===== config.mk =====
export PLATFORM = sky130hd
export DESIGN_NAME = eprom_prog_ctl
export DESIGN_NICKNAME = d
export VERILOG_FILES = /design/src/rtl/eprom_pkg.sv /design/src/rtl/eprom_prog_ctl.sv
export SDC_FILE = /design/constraint.sdc
export NUM_CORES = 1
export LEC_CHECK = 0
export BUFFER_PORTS_ARGS = -buffer_cell sky130_fd_sc_hd__buf_2
export CORE_MARGIN = 8
export CORE_UTILIZATION = 35
export DETAILED_ROUTE_END_ITERATION = 10
export PLACE_DENSITY = 0.65
export SYNTH_ARGS = -nofsm -noshare
export SYNTH_HDL_FRONTEND = slang
export SYNTH_SLANG_ARGS = --single-unit
export TNS_END_PERCENT = 50

===== constraint.sdc =====
create_clock -name clk_i -period 1.1 [get_ports clk_i]
set_input_delay 0.055 -clock clk_i [delete_from_list [all_inputs] [get_ports clk_i]]
set_output_delay 0.055 -clock clk_i [all_outputs]
set_load 0.1 [all_outputs]

===== src/rtl/eprom_pkg.sv =====
package eprom_pkg;
  typedef enum logic [2:0] {
    M_STANDBY, M_READ, M_OUT_OFF, M_SIG,
    M_PROG, M_VERIFY, M_VERIFY_ALT, M_INHIBIT
  } mode_e;

  localparam logic [7:0] MFR_CODE = 8'h20;
  localparam logic [7:0] DEV_CODE = 8'h04;
endpackage


===== src/rtl/eprom_prog_ctl.sv =====
module eprom_prog_ctl
  import eprom_pkg::*;
#(
  parameter int AW = 8,
  parameter int DW = 8
) (
  input  logic          clk_i,
  input  logic          rst_ni,
  input  logic          ce_ni,
  input  mode_e         mode_i,
  input  logic          erase_i,
  input  logic [AW-1:0] addr_i,
  input  logic [DW-1:0] data_i,
  output logic          wr_en_o,
  output logic [AW-1:0] wr_addr_o,
  output logic [DW-1:0] wr_data_o
);
  logic          ce_q;
  logic          pend_q;
  logic [AW-1:0] addr_q;
  logic [DW-1:0] data_q;

  // commit on the first cycle chip enable is seen high after a live pulse
  assign wr_en_o   = ce_ni && !ce_q && pend_q && !erase_i;
  assign wr_addr_o = addr_q;
  assign wr_data_o = data_q;

  always_ff @(posedge clk_i or negedge rst_ni) begin
    if (!rst_ni) begin
      ce_q   <= 1'b1;
      pend_q <= 1'b0;
      addr_q <= '0;
      data_q <= '1;
    end else begin
      ce_q <= ce_ni;
      if (erase_i) begin
        pend_q <= 1'b0;
      end else if (!ce_ni) begin
        // any non-program cycle inside the pulse cancels it
        pend_q <= (mode_i == M_PROG);
        if (mode_i == M_PROG) begin
          addr_q <= addr_i;
          data_q <= data_i;
        end
      end else if (wr_en_o) begin
        pend_q <= 1'b0;
      end
    end
  end
endmodule


==> results.md <==
- Status: complete, but fails checks
- Failing checks: negative setup slack
- Final slew viol count: 0
- Layout cells sized above 1: 0.784
- Input/output buffers: 39
- Total number of vias: 562
- Max_cap viols: 0
- Pleak: 0.646 nW
- RSZ-0062 raised after global routing: true
- Vias per inst: 4.36
- Critical Path RT: 1.04 ns
- Diodes inserted: 0
- Register bit total from synthesis: 18
- Hold WS: roughly 0.010 ns
- Sequential share of the synthesized area: 0.623
- Site Rows: 16
- DRC Markers: 0
- Root Driver: clkbuf_4
- Netlist cell types: 12
- Min-delay worst type: primary input to register
- Gpl congestion: 0.599
- Total detailed-routing wirelength: roughly 2100 um
- Critical path class: register to primary output
- Fin util: 0.725
- Area of the core: 1980 um^2
- Synth Net Count: 65
- Setup ws final: -0.0297 ns
- Gr usage total: 0.120
- Vias in the first global route: just under 700
- CTS HTree Levels: 1
- Post-layout min period: ~1.1 ns
- First-pass DRT Iterations: 2
- CP startpoint kind: register
- I/O pins: 40
- Grt ovf: 0
- Worst Tran Pin Value: 0.383 ns
- Die W: 62.0 um
- Combinational Power Share: 0.588
- First-pass GRT wire length: 3350 um
- Max stage delay on crit path: 0.39 ns
- Switch share: 0.465
- Internal: 1.75 mW
- DP Worst Slack: -0.194 ns
- Psw: between 1.5 and 2 mW
- Clk buf depth: 2
- Final ANT Viol Nets: 0
- Crit Path Max Fanout: 2
- Clk_lat worst skew: 0.28 ns
- Most frequent cells in the layout: buf_2 (22), buf_12 (18), dlygate4sd3_1 (16), mux2_4 (9), dfstp_2 (9)
- Crit path max-delay cell type: dfstp_2
- Setup repair bufs after CTS: 0
- Starting Density: 0.374
- Final setup violation count: 2
- DR iter-0 viols: 5
- Netlist Area Pre-Place: between 700 and 800 um^2
- Commonest non-fill, non-tap cell in the layout: buf_2
- Power per Cell Area: 2280 nW/um^2
- DR WL/cell: 16.0 um
- Post-synthesis cell count: 42
- Largest net degree at the start of global routing: 19
- Sequential power share: 0.313
- Tot Pwr: ~3.3 mW
- Yosys warns: 0
- Synth-to-Final Area Change: 94.1%
- Mean Syn Cell Area: between 15 and 20 um^2
- CTS clock-pin slew for the worst setup and hold paths: approximately 0.090 ns
- Die height: 62.0 um
- CTS tree: done
- WP data arrival: approximately 1.1 ns
- Die area: a little under 4000 um^2
- Worst Clk Skew: about 0.0057 ns
- Tcrit/Tclk final: 1.03
- Final setup TNS: -0.0302 ns
- Worst-path cell chain: nor3_4 -> buf_12
- Initial antenna violation count: 0
- Clock Power Share: 0.099
- Nets: between 100 and 150
- Highest clock rate: around 890 MHz
- CP Capture Type: primary output
- Slew headroom: 0.745
- Max rail drop VDD: around 1.4 mV
- Clk sink count: 18
- Dpl hpwl: 1460 um
- CTS Buf Count: 3
- Final hold vios: 0
-- final cells by class --
type,instances,area (um^2)
Tap cell,27,33.8
Timing Repair Buffer,58,646
Fill cell,131,544
Clock buffer,4,26.3
Multi-Input combinational cell,22,262
Sequential cell,18,470
-- stage by stage --
| step | instances | area (um^2) |
|---|---|---|
| 6_report | 129 | 1440 |
| 5_1_grt | 129 | 1440 |
| 4_1_cts | 128 | 1430 |
| 3_5_place_dp | 109 | 1250 |
| 3_3_place_gp | 109 | 1250 |
| 2_1_floorplan | 42 | 761 |
-- path summary, 6_finish.rpt --
path                                          start                       end  slack (ns)  cells past startpoint
max                                  ce_q$_DFF_PN1_                   wr_en_o       -0.03                      2
min reg2reg                wr_addr_o[3]$_DFFE_PN0P_  wr_addr_o[3]$_DFFE_PN0P_        0.57                      1
max in group asynchronous                    rst_ni  wr_data_o[2]$_DFFE_PN1P_        0.57                      2
min in group asynchronous                    rst_ni  wr_addr_o[7]$_DFFE_PN0P_        0.21                      2
min                                       data_i[2]  wr_data_o[2]$_DFFE_PN1P_        0.01                      2
max reg2reg                wr_addr_o[5]$_DFFE_PN0P_  wr_addr_o[5]$_DFFE_PN0P_        0.27                      1
-- logic make-up after synthesis --
family / synth area share
flip-flops: 0.623
AO/OA/AOI/OAI: 0.0118
buffers and inverters: 0.0422
AND/OR/NAND/NOR: 0.0338
multiplexers: 0.289
-- power groups by stage --
stage	clock network (mW)	registers [mW]	logic, mW
2_1_floorplan	0	1.98	0.178
3_3_place_gp	0	1.03	1.87
3_5_place_dp	0	1.04	1.89
4_1_cts	0.345	1.03	1.93
5_1_grt	0.371	1.05	1.97
6_report	0.323	1.03	1.92
-- registers in the layout (all words and copies together), names as in the netlist --
signal / flops
pend_q: 1
wr_data_o: 8
ce_q: 1
wr_addr_o: 8
-- synthesized netlist by cell type --
master,n,share of area
a21o_2,1,0.012
and2_1,1,0.0085
buf_12,1,0.027
buf_6,1,0.015
dfrtp_1,9,0.30
dfstp_2,9,0.32
mux2_2,7,0.11
mux2_4,9,0.18
nand2_1,1,0.0051
nor2_1,1,0.0051
nor3_1,1,0.0068
nor4_1,1,0.0085
-- worst max-delay path, delay by kind of cell (launching register included) --
| family | cells | cell delay [ns] |
|---|---|---|
| flops | 1 | 0.39 |
| simple gates | 1 | 0.20 |
| buf+inv | 1 | 0.20 |
-- metal layers --
| metal | share of wire | track usage |
|---|---|---|
| met2 | 0.58 | 0.240 |
| met4 | 0.0034 | 0.0390 |
| met3 | 0.10 | 0.0473 |
| met5 | 0 | 0 |
| met1 | 0.31 | 0.105 |
-- repair_timing --
| item | 4_1_cts | 5_1_grt |
|---|---|---|
| endpoints found under the hold margin | 32 | 1 |
| pin swaps | 0 | 0 |
| hold buffers | 15 | 1 |
| gates resized for setup | 1 | 0 |
| setup endpoints to repair | 3 | 9 |
No activity file was read; power rests on OpenSTA's default activity.
